## src/rtl/rsfix_pkg.sv

```systemverilog
`timescale 1ns/1ps
package rsfix_pkg;
  localparam int SYM_W  = 12;
  localparam int BYTE_W = 8;

  typedef enum logic [1:0] {
    ST_IDLE,
    ST_RD,
    ST_WR
  } seq_st_e;
endpackage

```

## src/rtl/rsfix_map.sv

```systemverilog
`timescale 1ns/1ps
module rsfix_map
  import rsfix_pkg::*;
#(
  parameter int POS_W   = 11,
  parameter int ADDR_W  = 12,
  parameter int MAX_POS = 1374
) (
  input  logic [POS_W-1:0]  pos_i,
  input  logic [SYM_W-1:0]  pat_i,
  output logic [ADDR_W-1:0] addr0_o,
  output logic [ADDR_W-1:0] addr1_o,
  output logic [BYTE_W-1:0] mask0_o,
  output logic [BYTE_W-1:0] mask1_o,
  output logic              two_o,
  output logic              bad_o
);
  // byte offset of symbol p is floor(3p/2)
  logic [POS_W+1:0]  tri_w;
  logic [ADDR_W-1:0] half_w;

  assign tri_w  = {2'b00, pos_i} + {1'b0, pos_i, 1'b0};
  assign half_w = ADDR_W'(tri_w[POS_W+1:1]);

  always_comb begin
    addr0_o = '0;
    addr1_o = '0;
    mask0_o = '0;
    mask1_o = '0;
    two_o   = 1'b0;
    if (pos_i == '0) begin
      mask0_o = pat_i[7:0];
    end else if (pos_i[0]) begin
      addr0_o = half_w;
      addr1_o = half_w + ADDR_W'(1);
      mask0_o = pat_i[11:4];
      mask1_o = {pat_i[3:0], 4'h0};
      two_o   = 1'b1;
    end else begin
      addr0_o = half_w - ADDR_W'(1);
      addr1_o = half_w;
      mask0_o = {4'h0, pat_i[11:8]};
      mask1_o = pat_i[7:0];
      two_o   = 1'b1;
    end
  end

  assign bad_o = (int'(pos_i) > MAX_POS) || ((pos_i == '0) && (pat_i[11:8] != 4'h0));
endmodule

```

## src/rtl/rsfix_seq.sv

```systemverilog
`timescale 1ns/1ps
module rsfix_seq
  import rsfix_pkg::*;
#(
  parameter int MAX_ERR = 4,
  parameter int ADDR_W  = 12,
  parameter int CNT_W   = 3
) (
  input  logic              clk_i,
  input  logic              rst_ni,
  input  logic              accept_i,
  input  logic [CNT_W-1:0]  num_i,
  input  logic [ADDR_W-1:0] addr0_i,
  input  logic [ADDR_W-1:0] addr1_i,
  input  logic [BYTE_W-1:0] mask0_i,
  input  logic [BYTE_W-1:0] mask1_i,
  input  logic              two_i,
  input  logic              bad_i,
  output logic [CNT_W-1:0]  idx_o,
  output logic              mem_en_o,
  output logic              mem_we_o,
  output logic [ADDR_W-1:0] mem_addr_o,
  output logic [BYTE_W-1:0] mem_wdata_o,
  input  logic [BYTE_W-1:0] mem_rdata_i,
  output logic              busy_o,
  output logic              done_o,
  output logic              fail_o,
  output logic [CNT_W-1:0]  count_o
);
  seq_st_e          state_q;
  logic [CNT_W-1:0] idx_q, num_q, count_q;
  logic             hi_q, done_q, fail_q;

  logic over_num, at_end, stop_fail, stop_ok;

  assign over_num  = int'(num_q) > MAX_ERR;
  assign at_end    = idx_q == num_q;
  assign stop_fail = over_num || (!at_end && bad_i);
  assign stop_ok   = !over_num && at_end;

  assign mem_addr_o  = hi_q ? addr1_i : addr0_i;
  assign mem_wdata_o = mem_rdata_i ^ (hi_q ? mask1_i : mask0_i);
  assign mem_we_o    = state_q == ST_WR;
  assign mem_en_o    = (state_q == ST_WR) || ((state_q == ST_RD) && !stop_fail && !stop_ok);

  always_ff @(posedge clk_i or negedge rst_ni) begin
    if (!rst_ni) begin
      state_q <= ST_IDLE;
      idx_q   <= '0;
      num_q   <= '0;
      count_q <= '0;
      hi_q    <= 1'b0;
      done_q  <= 1'b0;
      fail_q  <= 1'b0;
    end else begin
      done_q <= 1'b0;
      unique case (state_q)
        ST_IDLE: begin
          if (accept_i) begin
            num_q   <= num_i;
            idx_q   <= '0;
            hi_q    <= 1'b0;
            fail_q  <= 1'b0;
            count_q <= '0;
            state_q <= ST_RD;
          end
        end
        ST_RD: begin
          if (stop_fail) begin
            done_q  <= 1'b1;
            fail_q  <= 1'b1;
            count_q <= '0;
            state_q <= ST_IDLE;
          end else if (stop_ok) begin
            done_q  <= 1'b1;
            fail_q  <= 1'b0;
            count_q <= num_q;
            state_q <= ST_IDLE;
          end else begin
            state_q <= ST_WR;
          end
        end
        ST_WR: begin
          if (!hi_q && two_i) begin
            hi_q <= 1'b1;
          end else begin
            hi_q  <= 1'b0;
            idx_q <= idx_q + CNT_W'(1);
          end
          state_q <= ST_RD;
        end
        default: state_q <= ST_IDLE;
      endcase
    end
  end

  assign idx_o   = idx_q;
  assign busy_o  = state_q != ST_IDLE;
  assign done_o  = done_q;
  assign fail_o  = fail_q;
  assign count_o = count_q;
endmodule

```

## src/rtl/rs_byte_fixer.sv

```systemverilog
`timescale 1ns/1ps
module rs_byte_fixer
  import rsfix_pkg::*;
#(
  parameter int MAX_ERR     = 4,
  parameter int DATA_BYTES  = 2048,
  parameter int SPARE_BYTES = 64,
  parameter int ECC_BYTES   = 14,
  localparam int TOTAL      = DATA_BYTES + SPARE_BYTES,
  localparam int ADDR_W     = $clog2(TOTAL),
  // leading half-symbol carries SYM_W-8 padding bits
  localparam int MAX_POS    = ((DATA_BYTES + ECC_BYTES) * 8 + (SYM_W - 8)) / SYM_W - 1,
  localparam int POS_W      = $clog2(MAX_POS + 1),
  localparam int CNT_W      = $clog2(MAX_ERR + 1)
) (
  input  logic                          clk_i,
  input  logic                          rst_ni,
  input  logic                          start_i,
  input  logic [CNT_W-1:0]              num_i,
  input  logic [MAX_ERR-1:0][POS_W-1:0] pos_i,
  input  logic [MAX_ERR-1:0][SYM_W-1:0] pat_i,
  output logic                          busy_o,
  output logic                          done_o,
  output logic                          fail_o,
  output logic [CNT_W-1:0]              count_o,
  output logic                          mem_en_o,
  output logic                          mem_we_o,
  output logic [ADDR_W-1:0]             mem_addr_o,
  output logic [BYTE_W-1:0]             mem_wdata_o,
  input  logic [BYTE_W-1:0]             mem_rdata_i
);
  logic [MAX_ERR-1:0][POS_W-1:0]  pos_q;
  logic [MAX_ERR-1:0][SYM_W-1:0]  pat_q;
  logic [MAX_ERR-1:0][ADDR_W-1:0] a0_w, a1_w;
  logic [MAX_ERR-1:0][BYTE_W-1:0] m0_w, m1_w;
  logic [MAX_ERR-1:0]             two_w, bad_w;

  logic              accept;
  logic [CNT_W-1:0]  idx;
  logic [ADDR_W-1:0] cur_a0, cur_a1;
  logic [BYTE_W-1:0] cur_m0, cur_m1;
  logic              cur_two, cur_bad;

  assign accept = start_i && !busy_o;

  always_ff @(posedge clk_i or negedge rst_ni) begin
    if (!rst_ni) begin
      pos_q <= '0;
      pat_q <= '0;
    end else if (accept) begin
      pos_q <= pos_i;
      pat_q <= pat_i;
    end
  end

  for (genvar g = 0; g < MAX_ERR; g++) begin : g_map
    rsfix_map #(
      .POS_W  (POS_W),
      .ADDR_W (ADDR_W),
      .MAX_POS(MAX_POS)
    ) map_i (
      .pos_i  (pos_q[g]),
      .pat_i  (pat_q[g]),
      .addr0_o(a0_w[g]),
      .addr1_o(a1_w[g]),
      .mask0_o(m0_w[g]),
      .mask1_o(m1_w[g]),
      .two_o  (two_w[g]),
      .bad_o  (bad_w[g])
    );
  end

  always_comb begin
    cur_a0  = '0;
    cur_a1  = '0;
    cur_m0  = '0;
    cur_m1  = '0;
    cur_two = 1'b0;
    cur_bad = 1'b0;
    for (int k = 0; k < MAX_ERR; k++) begin
      if (int'(idx) == k) begin
        cur_a0  = a0_w[k];
        cur_a1  = a1_w[k];
        cur_m0  = m0_w[k];
        cur_m1  = m1_w[k];
        cur_two = two_w[k];
        cur_bad = bad_w[k];
      end
    end
  end

  rsfix_seq #(
    .MAX_ERR(MAX_ERR),
    .ADDR_W (ADDR_W),
    .CNT_W  (CNT_W)
  ) seq_i (
    .clk_i      (clk_i),
    .rst_ni     (rst_ni),
    .accept_i   (accept),
    .num_i      (num_i),
    .addr0_i    (cur_a0),
    .addr1_i    (cur_a1),
    .mask0_i    (cur_m0),
    .mask1_i    (cur_m1),
    .two_i      (cur_two),
    .bad_i      (cur_bad),
    .idx_o      (idx),
    .mem_en_o   (mem_en_o),
    .mem_we_o   (mem_we_o),
    .mem_addr_o (mem_addr_o),
    .mem_wdata_o(mem_wdata_o),
    .mem_rdata_i(mem_rdata_i),
    .busy_o     (busy_o),
    .done_o     (done_o),
    .fail_o     (fail_o),
    .count_o    (count_o)
  );
endmodule

```

## config.mk

```make
export PLATFORM = sky130hd
export DESIGN_NAME = rs_byte_fixer
export DESIGN_NICKNAME = d
export VERILOG_FILES = /design/src/rtl/rsfix_pkg.sv /design/src/rtl/rsfix_map.sv /design/src/rtl/rsfix_seq.sv /design/src/rtl/rs_byte_fixer.sv
export SDC_FILE = /design/constraint.sdc
export NUM_CORES = 1
export LEC_CHECK = 0
export BUFFER_PORTS_ARGS = -buffer_cell sky130_fd_sc_hd__buf_4
export CORE_MARGIN = 4
export CORE_UTILIZATION = 62
export CTS_CLUSTER_SIZE = 8
export DETAILED_ROUTE_END_ITERATION = 8
export PLACE_DENSITY = 0.82
export SLEW_MARGIN = 10
export SYNTH_ARGS = -nofsm -noshare
export SYNTH_HDL_FRONTEND = slang
export SYNTH_HIERARCHICAL = 1
export SYNTH_SLANG_ARGS = --single-unit
```

## constraint.sdc

```tcl
create_clock -name clk_i -period 6.8 [get_ports clk_i]
set_input_delay 1.36 -clock clk_i [delete_from_list [all_inputs] [get_ports clk_i]]
set_output_delay 1.36 -clock clk_i [all_outputs]
set_load 0.005 [all_outputs]
```

==> impl_metrics.csv, run 1 <==
group,metric,value,unit
outcome,outcome,"finished clean",
place,gp_congestion,0.9159,
setup_path,cp_cell_sequence,"ha_1 -> fa_1 -> or4_1 -> or3_1 -> nor4_2 -> nand3_1 -> mux2i_1 -> mux2i_1 -> o22ai_1 -> mux2_2 -> buf_4",
sta,setup_tns,0,ns
cts,cts_root_buf,"clkbuf_16",
setup_path,worst_path_most_repeated_cell,"mux2i_1",
finish,antenna_cells,0,
grt,grt_pass1_wl,51.27,mm
sta,final-hold-violation-count,0,
finish,nets,1667,
setup_path,cp_top_family,"simple AND/OR/NAND/NOR gates",
sta,max_freq,0.1729,GHz
worst_hold_path,min_path_type,"flop to flop",
die,core,19780,µm²
synth,synth_edf_count,0,
finish,synthToLayoutAreaGrowth,9.679,%
run,cap_violations,0,
synth,avgSynthCellArea,9.221,µm²
cts,ctsHtreeMaxLevel,3,
sta,rsz0062_at_grt,"false",
cts,cts.sinks,106,
synth,synth_cell_types,96,
die,boundaryPins,134,
setup_path,max_stage_delay,0.97,ns
worst_hold_path,holdPathStages,1,
place,port-buffer-count,133,
synth,yosysWarnings,6,
synth,syn_inst,1371,
setup_path,r2r_slack,2.48,ns
setup_path,reg2reg_depth,12,
place,place_inst,1710,
synth,synthArstFlopShare,1.000,
grt,grt_overflow,0,
finish,drive_gt1_frac,0.2341,
setup_path,r2r_end,"seq_i/count_o[0]",
detailed_routing,routed_wirelength,31.81,mm
finish,final_cell_mix,"mux2i_1, buf_4, nor2_1, dfrtp_1, ha_1",
sta,fin_skew,0.01886,ns
sta,setup_viol_count_final,0,
detailed_routing,wire_per_inst,18.43,µm
place,dp_hpwl,24.22,mm
sta,holdWs,0.5278,ns
die,die-area,22740,µm²
synth,synthesis.area,12640,µm²
synth,ys_ff_latch,106,
grt,antenna_found_initial,0,
detailed_routing,vias_per_cell,6.147,
cts,cts_buffers,9,
synth,ys.flop_type,"dfrtp_1",
cts,cts_buffer_depth,2,
detailed_routing,drtAntennaViolNets,0,
setup_path,cp.depth,11,
cts,cts_setup_buffers,0,
finish,layout.cells.non_filler,1726,
setup_path,crit_fanout,24,
grt,grtUsageTotal,0.2774,
setup_path,critPathKind,"flop to output port",
cts,cts_tree,"done",
sta,drv_slew,0,
sta,worst_pin_slew,1.032,ns
detailed_routing,drc,0,
die,initial_utilization,0.6391,
cts,clk_latency,0.37,ns
setup_path,crit_buf_inv,1,
cts,ctsHoldBuffers,0,
detailed_routing,firstDrtPassIters,6,
die,rows,51,
worst_hold_path,worstHoldStart,"seq_i/count_o[0]",
setup_path,critPathCaptureType,"output port",
grt,grt_pass1_vias,10260,
sta,period_minus_slack,5.783,ns
die,die_h,150.8,µm
setup_path,arrival,4.42,ns
cts,cts.repair.resized,0,
finish,final_common_cell,"mux2i_1",
setup_path,cpMaxStageDelayCell,"dfrtp_1",
finish,final_util,0.7009,
worst_hold_path,min_to,"seq_i/count_o[0]",
detailed_routing,drt-initial-drc-count,790,
detailed_routing,vias,10610,
synth,syn_nets,1582,
sta,slew_headroom,0.3119,
sta,fin_crit_sh,0.8505,
synth,seq_area_frac_synth,0.2098,
grt,grt_max_degree,62,
setup_path,r2r_start,"pos_q[11]",
setup_path,critPathLaunchType,"flop",
setup_path,critPathRequiredTime,5.44,ns
die,die_w,150.8,µm
cts,path_clk_slew,0.09,ns
## cell usage after synthesis (6+ instances only)
master	number	area, µm²
ha_1	101	1264
a21oi_1	57	285.3
dfrtp_1	106	2653
o22ai_1	48	300.3
nor2b_1	7	43.79
xor2_1	29	254.0
nand4_1	12	75.07
nor3_1	28	140.1
nor2_1	110	412.9
nand2_1	85	319.1
o21ai_0	55	275.3
and3_1	32	200.2
inv_1	76	285.3
and2_1	8	50.05
clkbuf_1	28	105.1
mux2_2	40	450.4
xnor2_1	49	429.2
buf_1	7	26.28
or3_1	12	75.07
mux2i_1	144	1441
buf_6	8	90.09
and4b_1	6	60.06
buf_2	10	50.05
nand2b_1	15	93.84
a21o_1	19	142.6
a211oi_1	8	60.06
mux2_4	72	1081
o21a_1	6	45.04
nand3_1	30	150.1
o21bai_1	6	45.04
nor4_2	8	100.1
buf_12	9	180.2
nor4_1	8	50.05
## how the worst max path moves through the flow
stage	to	start	slack [ns]
CTS	mem_addr_o[11]	pos_q[0]	1.07
global route	mem_addr_o[10]	pos_q[33]	0.81
floorplan	mem_addr_o[8]	pos_q[23]	2.42
finish	mem_addr_o[11]	pos_q[0]	1.02
global placement	mem_addr_o[11]	pos_q[0]	1.62
detailed placement	mem_addr_o[11]	pos_q[0]	1.48
## logic make-up (layout without fill, tap and decap cells)
family | count (synthesis) | count (layout) | synth area share
flip-flops | 106 | 106 | 0.2098
multiplexers | 258 | 258 | 0.2369
buffers and inverters | 147 | 237 | 0.06304
AND/OR/NAND/NOR | 421 | 421 | 0.1808
XOR/XNOR | 85 | 85 | 0.06483
AO/OA/AOI/OAI | 249 | 249 | 0.1383
adder cells (fa/ha/maj) | 105 | 105 | 0.1063
## cell type report
type / count / area [µm²]
clock buffers: 9 / 225.2
clock inverters: 7 / 93.84
fillers: 1580 / 5916
inverters: 78 / 292.8
multi-input cells: 1118 / 9193
flip-flops and latches: 106 / 2656
well taps: 265 / 331.6
repair buffers: 143 / 1074
## sequential cells by signal, indices dropped and copies added (netlist names)
| register | flops |
|---|---|
| seq_i/hi_q | 1 |
| pat_q | 48 |
| seq_i/state_q | 2 |
| seq_i/idx_o | 3 |
| seq_i/done_o | 1 |
| seq_i/num_q | 3 |
| seq_i/count_o | 3 |
| seq_i/fail_o | 1 |
| pos_q | 44 |
## per-layer routing
metal  global-route usage  up-vias  wire (µm)
li1                     -     5096          -
met1               0.3737     5070      13810
met2               0.4593      388      15030
met3              0.03920       55       2074
met4              0.09429        0        896
met5                    0        -          0
## stage by stage
| step | setup WS (ns) | instance area (µm²) |
|---|---|---|
| floorplan | 2.422 | 12640 |
| global placement | 1.616 | 13550 |
| detailed placement | 1.477 | 13550 |
| CTS | 1.072 | 13870 |
| global route | 0.8095 | 13870 |
| finish | 1.017 | 13870 |
Power of run 1 is left out: the tool's default activity adds up to more than one toggle a clock period on the data nets, which glitch-free logic cannot reach.
==> run 2: changes to the inputs <==
--- a/config.mk
+++ b/config.mk
@@ -7,10 +7,11 @@
 export LEC_CHECK = 0
 export BUFFER_PORTS_ARGS = -buffer_cell sky130_fd_sc_hd__buf_4
 export CORE_MARGIN = 4
-export CORE_UTILIZATION = 62
+export CORE_UTILIZATION = 41
 export CTS_CLUSTER_SIZE = 8
 export DETAILED_ROUTE_END_ITERATION = 8
-export PLACE_DENSITY = 0.82
+export MAX_ROUTING_LAYER = met4
+export PLACE_DENSITY = 0.56
 export SLEW_MARGIN = 10
 export SYNTH_ARGS = -nofsm -noshare
 export SYNTH_HDL_FRONTEND = slang
==> impl_metrics.csv, run 2 (synthesized netlist as in run 1, its figures left out) <==
group,metric,value,unit
setup_path,critPathRequiredTime,5.44,ns
setup_path,arrival,4.36,ns
sta,final-hold-violation-count,0,
detailed_routing,vias_per_cell,5.512,
sta,worst_pin_slew,1.012,ns
run,cap_violations,0,
sta,drv_slew,0,
finish,final_common_cell,"mux2i_1",
die,die_h,183.6,µm
sta,setup_tns,0,ns
place,port-buffer-count,133,
cts,cts_buffer_depth,2,
finish,drive_gt1_frac,0.2336,
grt,grt_pass1_wl,53.50,mm
setup_path,critPathCaptureType,"output port",
cts,cts_buffers,9,
sta,rsz0062_at_grt,"false",
sta,slew_headroom,0.3254,
cts,ctsHoldBuffers,0,
grt,grt_pass1_vias,9966,
grt,grt_max_degree,96,
cts,clk_latency,0.38,ns
sta,fin_skew,0.01660,ns
setup_path,critPathKind,"flop to output port",
sta,period_minus_slack,5.725,ns
die,rows,64,
sta,fin_crit_sh,0.8419,
finish,nets,1666,
place,dp_hpwl,25.70,mm
cts,cts_tree,"done",
setup_path,worstSetupStartpoint,"pos_q[0]",
finish,final_cell_mix,"mux2i_1, buf_4, nor2_1, dfrtp_1, ha_1",
detailed_routing,firstDrtPassIters,5,
outcome,outcome,"finished clean",
finish,top_regs,"pat_q: 48 flops, pos_q: 44 flops",
die,initial_utilization,0.4144,
setup_path,crit_fanout,24,
worst_hold_path,worstHoldStart,"seq_i/count_o[1]",
die,boundaryPins,134,
detailed_routing,drtAntennaViolNets,0,
finish,fillers,2964,
finish,antenna_cells,0,
setup_path,r2r_start,"pos_q[22]",
detailed_routing,drt-initial-drc-count,672,
cts,ctsHtreeMaxLevel,3,
die,core,30510,µm²
finish,final_area,14020,µm²
cts,cts.repair.resized,0,
die,die-area,33710,µm²
cts,path_clk_slew,0.10,ns
cts,cts_setup_buffers,0,
sta,max_freq,0.1747,GHz
finish,regMostFlops,"pat_q",
finish,synthToLayoutAreaGrowth,10.94,%
die,die_w,183.6,µm
setup_path,critPathLaunchType,"flop",
detailed_routing,drc,0,
grt,grt_overflow,0,
detailed_routing,routed_wirelength,33.65,mm
detailed_routing,vias,10230,
finish,largest_reg_flops,48,
cts,cts.sinks,106,
detailed_routing,wire_per_inst,18.13,µm
grt,grtUsageTotal,0.2014,
sta,setup_viol_count_final,0,
grt,antenna_found_initial,0,
cts,cts_root_buf,"clkbuf_16",
place,gp_congestion,0.8742,
place,place_area,13720,µm²
worst_hold_path,min_path_type,"flop to flop",
run 2: cell types whose count changed in the layout (fill, tap and decap cells not counted), sizes merged:
cell    change
buf         -1
clkinv      -1
inv         +1
run 2: final timing paths:
| kind | end | slack (ns) | cells past startpoint |
|---|---|---|---|
| worst max register to register | seq_i/count_o[2] | 2.24 | 12 |
| max in group asynchronous | seq_i/idx_o[1] | 4.46 | 2 |
| worst min register to register | seq_i/count_o[1] | 0.53 | 1 |
| worst max-delay path | mem_addr_o[11] | 1.08 | 11 |
| min in group asynchronous | pos_q[40] | 0.98 | 1 |
| worst min-delay path | seq_i/count_o[1] | 0.53 | 1 |
run 2: through the flow:
stage,utilization,worst slack (ns),cells,hold WS [ns]
after global placement,0.4496,1.530,1840,0.5037
after CTS,0.4597,1.068,1856,0.5287
after detailed placement,0.4496,1.484,1840,0.5053
after floorplan,-,2.422,1371,0.5066
final,0.4597,1.075,1856,0.5335
after global routing,0.4597,0.7448,1856,0.5379
run 2: per-layer routing:
metal / GRT usage / routed length, µm
met1: 0.2790 / 16210
met2: 0.3125 / 15190
met3: 0.02632 / 1535
met4: 0.05125 / 708
met5: - / 0
run 2: final cells by class:
| cell class | count | area [µm²] | share of cell area |
|---|---|---|---|
| flip-flops and latches | 106 | 2656 | 0.1894 |
| inverters | 78 | 292.8 | 0.02088 |
| clock inverters | 7 | 83.83 | 0.005977 |
| clock buffers | 9 | 225.2 | 0.01606 |
| multi-input cells | 1118 | 9193 | 0.6555 |
| repair buffers | 142 | 1079 | 0.07690 |
| well taps | 396 | 495.5 | 0.03533 |
run 2: critical path, cell delays in order (launching register included):
cell and delay (ns):
dfrtp_1 0.93, ha_1 0.32, fa_1 0.50, or4_1 0.56, or3_1 0.41, nor4_2 0.25
nand3_1 0.15, mux2i_1 0.18, mux2i_1 0.16, o22ai_1 0.09, mux2_2 0.29, buf_4 0.14
Power of run 2 is left out for the same reason.
==> run 3: changes to the inputs <==
--- a/config.mk
+++ b/config.mk
@@ -11,7 +11,7 @@
 export CTS_CLUSTER_SIZE = 8
 export DETAILED_ROUTE_END_ITERATION = 8
 export MAX_ROUTING_LAYER = met4
-export PLACE_DENSITY = 0.56
+export PLACE_DENSITY = 0.58
 export SLEW_MARGIN = 10
 export SYNTH_ARGS = -nofsm -noshare
 export SYNTH_HDL_FRONTEND = slang
==> constraint.sdc (replaced) <==
create_clock -name clk_i -period 4.65 [get_ports clk_i]
set_input_delay 0.93 -clock clk_i [delete_from_list [all_inputs] [get_ports clk_i]]
set_output_delay 0.93 -clock clk_i [all_outputs]
set_load 0.005 [all_outputs]
==> impl_metrics.csv, run 3 (synthesized netlist as in run 1, its figures left out) <==
group,metric,value,unit
sta,rsz0062_at_grt,"true",
finish,final_cell_mix,"buf_4, mux2i_1, nor2_1, dfrtp_1, nand2_1",
setup_path,r2r_end,"seq_i/count_o[0]",
setup_path,crit_fanout,5,
finish,final_common_cell,"buf_4",
setup_path,critPathKind,"flop to output port",
finish,regMostFlops,"pat_q",
grt,use_met1,0.2880,
cts,cts.sinks,106,
grt,grt_pass1_wl,55.08,mm
sta,setup_viol_count_final,0,
finish,largest_reg_flops,48,
sta,max_freq,0.2173,GHz
detailed_routing,vias,10470,
finish,nets,1715,
place,place_ws,0.2930,ns
place,gp_congestion,0.9060,
die,die_w,183.6,µm
cts,cts_tree,"done",
sta,slew_headroom,0.2900,
sta,fin_skew,0.02987,ns
place,port-buffer-count,133,
setup_path,r2r_slack,0.94,ns
sta,fin_crit_sh,0.9899,
setup_path,critPathLaunchType,"flop",
cts,clk_latency,0.39,ns
sta,timing.final.ws_setup,0.04715,ns
detailed_routing,drc,0,
die,initial_utilization,0.4144,
detailed_routing,drt-initial-drc-count,624,
run,cap_violations,0,
cts,ctsHoldBuffers,0,
place,dp_hpwl,26.99,mm
detailed_routing,wire_per_inst,18.56,µm
detailed_routing,firstDrtPassIters,5,
grt,grtUsageTotal,0.2093,
worst_hold_path,holdPathStages,1,
detailed_routing,drtAntennaViolNets,0,
finish,top_regs,"pat_q: 48 flops, pos_q: 44 flops",
sta,final-hold-violation-count,0,
sta,period_minus_slack,4.603,ns
grt,top_usage_layer,"met2",
die,rows,64,
cts,cts_buffers,9,
grt,met3_usage,0.02750,
grt,antenna_found_initial,0,
sta,drv_slew,0,
sta,worst_pin_slew,1.065,ns
finish,synthToLayoutAreaGrowth,17.92,%
cts,ctsHtreeMaxLevel,3,
setup_path,reg2reg_depth,13,
finish,drive_gt1_frac,0.3009,
detailed_routing,routed_wirelength,35.35,mm
grt,grtUsageMet2,0.3306,
die,boundaryPins,134,
die,core,30510,µm²
cts,cts_buffer_depth,2,
detailed_routing,vias_per_cell,5.493,
grt,grt_pass1_vias,10070,
setup_path,crit_end,"mem_addr_o[11]",
setup_path,critPathRequiredTime,3.72,ns
outcome,outcome,"finished clean",
worst_hold_path,min_path_type,"flop to flop",
setup_path,critPathCaptureType,"output port",
cts,cts_root_buf,"clkbuf_16",
setup_path,arrival,3.67,ns
grt,grt_max_degree,60,
die,die_h,183.6,µm
die,die-area,33710,µm²
finish,antenna_cells,0,
setup_path,worstSetupStartpoint,"pos_q[33]",
setup_path,r2r_start,"pos_q[22]",
cts,path_clk_slew,0.10,ns
grt,grt_overflow,0,
[run 3: cell types whose count changed in the layout (fill, tap and decap cells not counted), moves of 5 or more]
cell | before | now
a21oi_2 | 1 | 7
a21oi_1 | 57 | 50
or3_4 | 0 | 5
xor2_1 | 29 | 24
or3_1 | 12 | 7
buf_4 | 141 | 183
nor4_4 | 0 | 5
ha_1 | 101 | 81
ha_2 | 0 | 16
nor3_1 | 28 | 23
[run 3: what timing repair did]
action,CTS,global route
resized for setup,22,77
setup buffers,6,25
endpoints found under the hold margin,0,0
setup endpoints to repair,5,8
pin swaps,5,28
[run 3: worst max-delay path, cell delays in order, from the launching register on]
cell and delay, ns:
dfrtp_1 0.44, ha_4 0.19, fa_2 0.46, xor2_4 0.19, or4_4 0.52, nand2b_4 0.17
nor4_4 0.38, nand4_1 0.16, mux2i_1 0.14, mux2i_1 0.14, o22ai_1 0.08, mux2_4 0.28
buf_6 0.12
[run 3: layout make-up]
cell class	instances	area, µm²
multi-input combinational	1118	9674
clock inverter	5	46.29
clock buffer	11	242.7
tap	396	495.5
inverter	78	292.8
sequential	106	2660
timing repair buffer	191	1496
fill	2924	15600
[run 3: metrics by stage]
step / hold WS [ns] / TNS [ns] / area (µm²) / cells / utilization
final: 0.5202 / 0 / 14910 / 1905 / 0.4886
after global routing: 0.5433 / -0.2632 / 14910 / 1905 / 0.4886
after CTS: 0.5264 / 0 / 14330 / 1880 / 0.4696
after detailed placement: 0.5017 / 0 / 13860 / 1858 / 0.4544
after global placement: 0.5066 / 0 / 13860 / 1858 / 0.4544
after floorplan: 0.5066 / 0 / 12640 / 1371 / -
[run 3: worst min-delay path by stage]
stage                          start  slack (ns)                to
floorplan           seq_i/count_o[0]        0.51  seq_i/count_o[0]
global placement    seq_i/count_o[0]        0.51  seq_i/count_o[0]
detailed placement  seq_i/count_o[0]        0.50  seq_i/count_o[0]
CTS                 seq_i/count_o[0]        0.53  seq_i/count_o[0]
global route        seq_i/count_o[1]        0.54  seq_i/count_o[1]
finish              seq_i/count_o[0]        0.52  seq_i/count_o[0]
[run 3: metal layers]
metal,routed length (µm),vias to the layer above,share of wire
met5,0,-,0
met4,503,0,0.014
met3,1197,28,0.034
met2,16530,197,0.47
met1,17110,5058,0.48
li1,-,5182,-
Power of run 3 is left out for the same reason.
